==> src/rtl/modtimer_pkg.sv <==
package modtimer_pkg;
  typedef enum logic [1:0] {
    RA_CTRL = 2'd0,
    RA_STAT = 2'd1,
    RA_MOD  = 2'd2,
    RA_CNT  = 2'd3
  } reg_addr_e;
endpackage

==> src/rtl/modtimer_presc.sv <==
module modtimer_presc #(
  parameter int PS_W        = 3,
  parameter int SYNC_STAGES = 2
) (
  input  logic            clk,
  input  logic            rst,
  input  logic [PS_W-1:0] ps_sel,
  input  logic            ext_clk,
  output logic            tick
);
  localparam int NCODE = 2 ** PS_W;
  localparam int DIV_W = NCODE - 2;

  logic [DIV_W-1:0]     div_q;
  logic [SYNC_STAGES:0] sync_q;
  logic [NCODE-1:0]     tap;

  always_ff @(posedge clk) begin
    if (rst) begin
      div_q  <= '0;
      sync_q <= '0;
    end else begin
      div_q  <= div_q + DIV_W'(1);
      sync_q <= {sync_q[SYNC_STAGES-1:0], ext_clk};
    end
  end

  // one tap per division code; the last code is the pin edge
  for (genvar k = 0; k < NCODE; k++) begin : g_tap
    if (k == 0) begin : g_div1
      assign tap[k] = 1'b1;
    end else if (k == NCODE - 1) begin : g_ext
      assign tap[k] = sync_q[SYNC_STAGES-1] & ~sync_q[SYNC_STAGES];
    end else begin : g_divn
      assign tap[k] = &div_q[k-1:0];
    end
  end

  assign tick = tap[ps_sel];
endmodule

==> src/rtl/modtimer_counter.sv <==
module modtimer_counter #(
  parameter int CNT_W = 16
) (
  input  logic             clk,
  input  logic             rst,
  input  logic             tick,
  input  logic [CNT_W-1:0] mod_val,
  output logic [CNT_W-1:0] cnt_q,
  output logic             ovf_evt
);
  logic [CNT_W-1:0] cnt_nx;

  assign cnt_nx  = (cnt_q == mod_val) ? '0 : cnt_q + CNT_W'(1);
  assign ovf_evt = tick && (cnt_nx == mod_val);

  always_ff @(posedge clk) begin
    if (rst)       cnt_q <= '0;
    else if (tick) cnt_q <= cnt_nx;
  end
endmodule

==> src/rtl/modtimer_flags.sv <==
module modtimer_flags #(
  parameter int N = 5
) (
  input  logic         clk,
  input  logic         rst,
  input  logic [N-1:0] set_i,
  input  logic         clr_i,
  input  logic [N-1:0] keep_i,
  input  logic [N-1:0] en_i,
  output logic [N-1:0] flag_q,
  output logic         req_o
);
  logic [N-1:0] flag_d;

  for (genvar i = 0; i < N; i++) begin : g_flag
    assign flag_d[i] = set_i[i] | (flag_q[i] & ~(clr_i & ~keep_i[i]));
    always_ff @(posedge clk) begin
      if (rst) flag_q[i] <= 1'b0;
      else     flag_q[i] <= flag_d[i];
    end
  end

  assign req_o = |(flag_d & en_i);
endmodule

==> src/rtl/modtimer_top.sv <==
module modtimer_top #(
  parameter int CNT_W = 16,
  parameter int NCH   = 4,
  parameter int PS_W  = 3
) (
  input  logic             clk,
  input  logic             rst,
  input  logic [1:0]       reg_addr,
  input  logic             reg_wr,
  input  logic             reg_rd,
  input  logic [CNT_W-1:0] reg_wdata,
  output logic [CNT_W-1:0] reg_rdata,
  input  logic             ext_clk,
  input  logic [NCH-1:0]   chan_evt,
  input  logic             wait_mode,
  output logic             irq
);
  import modtimer_pkg::*;

  localparam int NFLG   = NCH + 1;
  localparam int CTRL_W = PS_W + 1 + NCH;

  logic [PS_W-1:0]  ps_q;
  logic [NFLG-1:0]  ien_q, ien_d;
  logic [CNT_W-1:0] mod_q, cnt_q;
  logic [NFLG-1:0]  flag_q;
  logic             tick_w, ovf_evt, req_w, irq_q;
  logic             wr_ok, rd_ok, ctrl_wr, stat_wr;
  logic [CNT_W-1:0] rd_mux;

  assign wr_ok   = reg_wr & ~wait_mode;
  assign rd_ok   = reg_rd & ~wait_mode;
  assign ctrl_wr = wr_ok && (reg_addr == RA_CTRL);
  assign stat_wr = wr_ok && (reg_addr == RA_STAT);
  assign ien_d   = ctrl_wr ? reg_wdata[CTRL_W-1:PS_W] : ien_q;

  always_ff @(posedge clk) begin
    if (rst) begin
      ps_q  <= '0;
      ien_q <= '0;
      mod_q <= '1;
    end else begin
      ien_q <= ien_d;
      if (ctrl_wr) ps_q <= reg_wdata[PS_W-1:0];
      if (wr_ok && reg_addr == RA_MOD) mod_q <= reg_wdata;
    end
  end

  modtimer_presc #(.PS_W(PS_W), .SYNC_STAGES(2)) u_presc (
    .clk(clk), .rst(rst), .ps_sel(ps_q), .ext_clk(ext_clk), .tick(tick_w)
  );

  modtimer_counter #(.CNT_W(CNT_W)) u_cnt (
    .clk(clk), .rst(rst), .tick(tick_w), .mod_val(mod_q),
    .cnt_q(cnt_q), .ovf_evt(ovf_evt)
  );

  modtimer_flags #(.N(NFLG)) u_flags (
    .clk(clk), .rst(rst), .set_i({chan_evt, ovf_evt}), .clr_i(stat_wr),
    .keep_i(reg_wdata[NFLG-1:0]), .en_i(ien_d), .flag_q(flag_q), .req_o(req_w)
  );

  always_comb begin
    rd_mux = '0;
    case (reg_addr)
      RA_CTRL: rd_mux[CTRL_W-1:0] = {ien_q, ps_q};
      RA_STAT: rd_mux[NFLG-1:0]   = flag_q;
      RA_MOD:  rd_mux             = mod_q;
      default: rd_mux             = cnt_q;
    endcase
  end

  always_ff @(posedge clk) begin
    if (rst) begin
      reg_rdata <= '0;
      irq_q     <= 1'b0;
    end else begin
      irq_q <= req_w;
      if (rd_ok) reg_rdata <= rd_mux;
    end
  end

  assign irq = irq_q;
endmodule

==> config.mk <==
export PLATFORM = sky130hd
export DESIGN_NAME = modtimer_top
export DESIGN_NICKNAME = d
export VERILOG_FILES = /design/src/rtl/modtimer_pkg.sv /design/src/rtl/modtimer_presc.sv /design/src/rtl/modtimer_counter.sv /design/src/rtl/modtimer_flags.sv /design/src/rtl/modtimer_top.sv
export SDC_FILE = /design/constraint.sdc
export NUM_CORES = 1
export LEC_CHECK = 0
export ABC_CLOCK_PERIOD_IN_PS = 6880
export BUFFER_PORTS_ARGS = -buffer_cell sky130_fd_sc_hd__buf_2
export CELL_PAD_IN_SITES_DETAIL_PLACEMENT = 2
export CELL_PAD_IN_SITES_GLOBAL_PLACEMENT = 2
export CORE_UTILIZATION = 39
export DETAILED_ROUTE_END_ITERATION = 10
export HOLD_SLACK_MARGIN = 0.02
export MAX_ROUTING_LAYER = met4
export PLACE_DENSITY = 0.91
export SLEW_MARGIN = 20
export SYNTH_ARGS = -nofsm -noshare
export SYNTH_HDL_FRONTEND = slang
export SYNTH_SLANG_ARGS = --single-unit
==> constraint.sdc <==
create_clock -name clk -period 6.88 [get_ports clk]
set_input_delay 1.376 -clock clk [delete_from_list [all_inputs] [get_ports clk]]
set_output_delay 1.376 -clock clk [all_outputs]
set_load 0.02 [all_outputs]
# After elaboration in Yosys (flattened, before gate mapping)

Cells that the tools add are included.

Register bits after elaboration: 71
Input port bits: 28
Output and inout bits: 17
Word-level logic and storage cells: 70

$add $sub $neg: 2
$lt $le $gt $ge: 1
Equality and inequality tests: 4
Multiplexer cells: 7
Bitwise gates (word level): 31
Reduce and logical (&&, ||, !) cells: 12

Operators with widths:

| operator                | count |
|---|---|
| $eq A16 B16 Y1          | 2 |
| $add A16 B1 Y16 const B | 1 |
| $mux W16                | 1 |
| $pmux W8 S2             | 1 |
| $pmux W5 S3             | 1 |
| $and A1 B1 Y1           | 13 |
| $not A1 Y1              | 12 |
| $pmux W3 S3             | 1 |
| $add A6 B1 Y6 const B   | 1 |
| $reduce_and A6 Y1       | 1 |
| $and A5 B5 Y5           | 1 |
| $mux W5                 | 1 |
| $or A1 B1 Y1            | 5 |
| $reduce_and A5 Y1       | 1 |
| $reduce_or A5 Y1        | 1 |
| $logic_and A1 B1 Y1     | 4 |
| $lt A3 B4 Y1 const B    | 1 |
| $reduce_and A4 Y1       | 1 |
| $bmux W1 S3             | 1 |
| $reduce_and A3 Y1       | 1 |
| $eq A2 B1 Y1 const B    | 1 |
| $eq A2 B2 Y1 const B    | 1 |
| $logic_not A2 Y1        | 1 |
| $reduce_and A2 Y1       | 1 |
| other kinds (2)         | 2 |

# Longest topological paths before layout

Depth after elaboration: 9
Gate-level depth with buffers: 10
Depth with buffers taken out: 10

# Cells and area by module

A second synthesis with hierarchy kept.

Cell total of the unflattened synthesis: 481
Area, all modules: 4075.2 µm²

Modules (own cells, without submodules):

| module           | instances | cells each | area each (µm²) | seq. area each (µm²) |
|---|---|---|---|---|
| modtimer_top     | 1         | 189        | 1780.5          | 820.8 |
| modtimer_counter | 1         | 228        | 1680.4          | 320.3 |
| modtimer_presc   | 1         | 38         | 381.6           | 180.2 |
| modtimer_flags   | 1         | 26         | 232.7           | 100.1 |

# Worst setup path after synthesis

OpenSTA, ideal clock, no wires.

Path kind: in2reg
From: input reg_addr[0]
To: register mod_q[10]
Library setup time: 0.129 ns
Arrival: 2.987 ns
Data required time: 6.751 ns
Slack: 3.763 ns
Stages: 6
Buffers on the path: 3
Cell sequence: clkbuf_1 > nor4bb_1 > clkbuf_1 > clkbuf_1 > mux2i_1 > nand2_1

Cells in the longest elaborated chain, start to end: 2

Ends and longest elaborated chain:

| element              | RTL line           | source |
|---|---|---|
| from (decl)          | modtimer_top.sv:8  | `input logic [1:0] reg_addr,` |
| $eq A2 B2 Y1         | modtimer_top.sv:45 | `if (wr_ok && reg_addr == RA_MOD) mod_q <= reg_wdata;` |
| $logic_and A1 B1 Y1  | modtimer_top.sv:45 |  |
| to (signal assigned) | modtimer_top.sv:45 |  |
| to (decl)            | modtimer_top.sv:25 | `logic [CNT_W-1:0] mod_q, cnt_q;` |

No other way between the ends.
A chain may end at the register's enable or synchronous reset.

# Final worst setup path

From: register u_cnt.cnt_q[4]
To: register u_flags.flag_q[0]

Cells in the longest elaborated chain, start to end: 5
Elaborated cells between the ends (all ways): 6
Classes of those cells: add/sub (1); eq/ne (2); mux (1); bitwise (1); reduce/logical (1)

Ends and longest elaborated chain:

| element                                                  | RTL line               | source |
|---|---|---|
| from (decl)                                              | modtimer_counter.sv:8  | `output logic [CNT_W-1:0] cnt_q,` |
| from (signal assigned)                                   | modtimer_counter.sv:18 | `else if (tick) cnt_q <= cnt_nx;` |
| $add A16 B1 Y16 / $eq A16 B16 Y1 (equally long branches) | modtimer_counter.sv:13 | `assign cnt_nx = (cnt_q == mod_val) ? '0 : cnt_q + CNT_W'(1);` |
| $mux W16 (*)                                             | modtimer_counter.sv:13 |  |
| $eq A16 B16 Y1 (*)                                       | modtimer_counter.sv:14 | `assign ovf_evt = tick && (cnt_nx == mod_val);` |
| $logic_and A1 B1 Y1 (*)                                  | modtimer_counter.sv:14 |  |
| $or A1 B1 Y1 (*)                                         | modtimer_flags.sv:16   | `assign flag_d[i] = set_i[i] \| (flag_q[i] & ~(clr_i & ~keep_i[i]));` |
| to (signal, indexed assignment)                          | modtimer_flags.sv:19   | `else flag_q[i] <= flag_d[i];` |
| to (decl)                                                | modtimer_flags.sv:10   | `output logic [N-1:0] flag_q,` |

Mark *: on every way between the ends. The rest lies on a longest branch, timed or not.

==> results.txt <==
- Worst-skew pair later-pin latency: 370 ps
- Wire length per cell: 25.1 um
- In the synthesized netlist the dominant register cell turns out to be sky130_fd_sc_hd__dfxtp_1.
* Maximum capacitance violations: 0
- Netlist Area Pre-Place: 0.00396 mm^2
* CTS tree: yes
- Relative slew slack: 25.7%
- The root buffer cell chosen for the clock tree is sky130_fd_sc_hd__clkbuf_8.
- The routed layout has 3,756 vias.
- Summed over all nets, the half-perimeter wirelength after detailed placement is 10.1 mm.
* Antenna Diode Count: 0
- Synthesis inferred 71 register bits.
* Time the final worst path needs with I/O delays and setup: 3500 ps
- Number of instances in the synthesized netlist: 454
- The via count of the first global-routing pass came to 4,072.
- Worst setup path class: reg2reg
- Clock buffer count from CTS: 9
* Drt initial violations: 239
- The worst setup path is launched from a flop.
* Static Leakage: 0.00162 uW
- At the worst endpoint, the required time is 7160 ps.
- The die is 103 um tall.
- The signal on the critical path passes through xor2_1, or4_4, nor4_4, buf_4, o21ba_1, o32ai_2, nand4_1, o22ai_1.
- The longest clock path from root to sink contains 2 buffers.
- In this run, post-CTS hold repair placed 0 buffers.
- Number of port buffers: 44
- CP top delay family: simple AND/OR/NAND/NOR gates
- For this design the ratio of total power to cell area is 204 mW/mm^2.
* Ports: 45
- 1st-pass router iterations: 4
* Global Route met1 Usage: 36.0%
- The slowest stage of the critical path belongs to the cell sky130_fd_sc_hd__nor4_4.
* Final routed DRC violation total: 0
- Routability cong.: 0.830
- The floorplan has 36 rows.
* Transition time at the pin with the least slew margin: 1110 ps
- The multi-input combinational cells in the finished layout cover a total of 0.00235 mm^2.
* Storage cell area: 0.00142 mm^2
- The worst-case IR drop observed on VDD is 0.103 mV.
- Share of synthesized registers carrying an async set or reset: 0%
- GR Layer Usage met2: 54.4%
- Of the cells placed in the final design, the portion with a size suffix greater than 1 is 18.9%.
* Post-synthesis net count: 486
* Starting utilization of the core area: 40.3%
* Average vias per placed instance: 6.11
* Total number of yosys warnings: 0
* Synthesis-to-finish area growth: 11.8%
- Max Clock Skew: 13.0 ps
- After filler insertion, the fill cell instance count of the layout stands at 1,102.
- Status: completed
- Resize count post-CTS: 0
* Sequential element share of the synthesized area: 35.9%
- Crit-path max FO: 20
- The max-slew violation total from the final report was 0.
* Number of synthesized flops with an enable pin: 0
- Post-route fraction of the period consumed by the critical path: 50.9%
- Met3 global-route usage: 4.95%
* Maximum level of the CTS H-tree: 3
* Area of the die: 0.0105 mm^2
* Unrepaired setup endpoints after global routing: no
- The number of setup buffers added after CTS is 0.
- Largest net degree at the start of global routing: 57
- Setup violations remaining at the end of the flow were counted as 0.
- Count of non-filler cells in the finished layout: 615
- Final hold violation count: 0
- For the worst setup path, the data arrival time is 3780 ps.
- Placeable core region: 0.00982 mm^2
- In this run the most used layer during global routing was met2.
- The number of placed instances, taps included, is 600.
- Global routing consumed, over all layers together, 32.0% of the routing resources.
* Chip width: 103 um
* Number of sinks handled by clock tree synthesis: 71
- Global routing finished with a remaining overflow of 0.
- The path class of the tightest hold or removal check is reg2reg.
* Buffering stage count on the worst path with inverters included: 1
- Each instance of the synthesized netlist takes up on average 8.71 um^2.
* Sort of element at the end of the critical path: flop
* Clock Pin Slew Worst Setup and Hold Paths: 90 ps
- The first global-routing pass estimated 23.8 mm of wire.
- Number of nets in the layout: 510
- Timing would allow up to 286 MHz.
* Remaining number of nets flagged by the antenna check after routing: 0
- Number of antenna violations at the first check in global routing: 0
- For the final routed database, the setup TNS stands at 0 ps.
* Wirelength, routed: 15.4 mm
- Slowest Stage Delay on Critical Path: 860 ps
- In this run, distinct cell masters in the synthesized netlist total 63.
==> cell usage after synthesis, types with 5 or more instances <==
library cell	n	area [um^2]
sky130_fd_sc_hd__dfxtp_1	71	1420
sky130_fd_sc_hd__nor2_1	49	184
sky130_fd_sc_hd__nand2_1	33	124
sky130_fd_sc_hd__a21oi_1	29	145
sky130_fd_sc_hd__mux2i_1	23	230
sky130_fd_sc_hd__o21ai_0	23	115
sky130_fd_sc_hd__xnor2_1	20	175
sky130_fd_sc_hd__clkbuf_1	18	67.6
sky130_fd_sc_hd__nand3_1	15	75.1
sky130_fd_sc_hd__nor3_1	13	65.1
sky130_fd_sc_hd__a22oi_1	11	82.6
sky130_fd_sc_hd__xor2_1	11	96.3
sky130_fd_sc_hd__inv_1	10	37.5
sky130_fd_sc_hd__mux2_2	10	113
sky130_fd_sc_hd__nor2b_1	10	62.6
sky130_fd_sc_hd__buf_2	9	45.0
sky130_fd_sc_hd__nand4_1	9	56.3
sky130_fd_sc_hd__mux4_2	6	135
sky130_fd_sc_hd__nand2b_1	6	37.5
sky130_fd_sc_hd__nand3b_1	5	37.5
==> worst min-delay path: stages (launching register included) <==
cell	delay [ps]
sky130_fd_sc_hd__dfxtp_1	320
sky130_fd_sc_hd__nand2_1	50
sky130_fd_sc_hd__a21oi_1	50
==> layout make-up <==
| type | count | area share [%] |
|---|---|---|
| clock inverter | 5 | 1.30 |
| timing repair buffer | 48 | 5.66 |
| sequential | 71 | 32.1 |
| tap | 133 | 3.76 |
| inverter | 11 | 0.934 |
| multi-input combinational | 337 | 53.1 |
| clock buffer | 10 | 3.11 |
==> cell families (layout without fill, tap and decap cells) <==
logic type | Yosys count | in the layout | synth area share [%]
compound gates | 94 | 94 | 15.2
mux | 39 | 39 | 12.1
buf+inv | 46 | 74 | 5.25
xor+xnor | 32 | 32 | 7.43
fa+ha+maj | 4 | 4 | 1.27
flops | 71 | 71 | 35.9
simple gates | 168 | 168 | 22.8
==> report_power, final <==
group | internal [uW] | switching [uW]
Combinational | 40.1 | 61.6
Clock | 176 | 181
Sequential | 424 | 17.3
==> placed cells by master (no fill, tap or decap), types with 3 or more instances in the layout <==
| cell | netlist | layout |
|---|---|---|
| sky130_fd_sc_hd__nand3_1 | 15 | 15 |
| sky130_fd_sc_hd__nor2_1 | 49 | 49 |
| sky130_fd_sc_hd__nand4_1 | 9 | 9 |
| sky130_fd_sc_hd__nor3_1 | 13 | 13 |
| sky130_fd_sc_hd__or4b_2 | 4 | 4 |
| sky130_fd_sc_hd__mux4_2 | 6 | 6 |
| sky130_fd_sc_hd__a21oi_1 | 29 | 29 |
| sky130_fd_sc_hd__and3_1 | 3 | 3 |
| sky130_fd_sc_hd__xnor2_1 | 20 | 20 |
| sky130_fd_sc_hd__ha_1 | 4 | 4 |
| sky130_fd_sc_hd__o21a_1 | 4 | 4 |
| sky130_fd_sc_hd__nand2b_1 | 6 | 6 |
| sky130_fd_sc_hd__nor2b_1 | 10 | 10 |
| sky130_fd_sc_hd__nand3b_1 | 5 | 5 |
| sky130_fd_sc_hd__mux2_2 | 10 | 10 |
| sky130_fd_sc_hd__clkbuf_8 | 0 | 10 |
| sky130_fd_sc_hd__buf_4 | 0 | 4 |
| sky130_fd_sc_hd__buf_2 | 9 | 44 |
| sky130_fd_sc_hd__nand2_1 | 33 | 33 |
| sky130_fd_sc_hd__xor2_1 | 11 | 11 |
| sky130_fd_sc_hd__o21bai_1 | 4 | 4 |
| sky130_fd_sc_hd__a221oi_1 | 3 | 3 |
| sky130_fd_sc_hd__a22oi_1 | 11 | 11 |
| sky130_fd_sc_hd__dfxtp_1 | 71 | 71 |
| sky130_fd_sc_hd__inv_1 | 10 | 10 |
| sky130_fd_sc_hd__o21ai_0 | 23 | 23 |
| sky130_fd_sc_hd__nor4_1 | 3 | 3 |
| sky130_fd_sc_hd__mux2i_1 | 23 | 23 |
==> flip-flops by register name (all words and copies together), names as in the netlist <==
name and count:
mod_q 16, reg_rdata 16, u_cnt.cnt_q 16, u_presc.div_q 6, ien_q 5, u_flags.flag_q 5
ps_q 3, u_presc.sync_q 3, irq 1
==> stage by stage <==
| stage | power, uW | utilization [%] | setup slack [ps] | hold slack [ps] | area (um^2) |
|---|---|---|---|---|---|
| after global placement | 538 | 43.0 | 3260 | 426 | 4230 |
| final | 901 | 45.0 | 3380 | 463 | 4420 |
| after detailed placement | 547 | 43.0 | 3120 | 447 | 4230 |
| after floorplan | 507 | - | 3760 | 414 | 3960 |
| after CTS | 906 | 45.0 | 3420 | 469 | 4420 |
| after global routing | 928 | 45.0 | 3230 | 478 | 4420 |
==> per-layer routing <==
metal  share of wire (%)  wire length, um
met2                  52             8030
met5                   0                0
met3                 3.8              593
met1                  40             6240
met4                 3.6              558
==> final timing paths <==
kind                          startpoint                      endpoint  slack (ps)  cells after the start
max          u_cnt.cnt_q[4]$_SDFFE_PP0P_  u_flags.flag_q[0]$_SDFF_PP0_        3380                      8
min            reg_rdata[0]$_SDFFE_PP0P_     reg_rdata[0]$_SDFFE_PP0P_         460                      2
max reg2reg  u_cnt.cnt_q[4]$_SDFFE_PP0P_  u_flags.flag_q[0]$_SDFF_PP0_        3380                      8
min reg2reg    reg_rdata[0]$_SDFFE_PP0P_     reg_rdata[0]$_SDFFE_PP0P_         460                      2
Note: power is estimated with default switching activity, not from simulation.
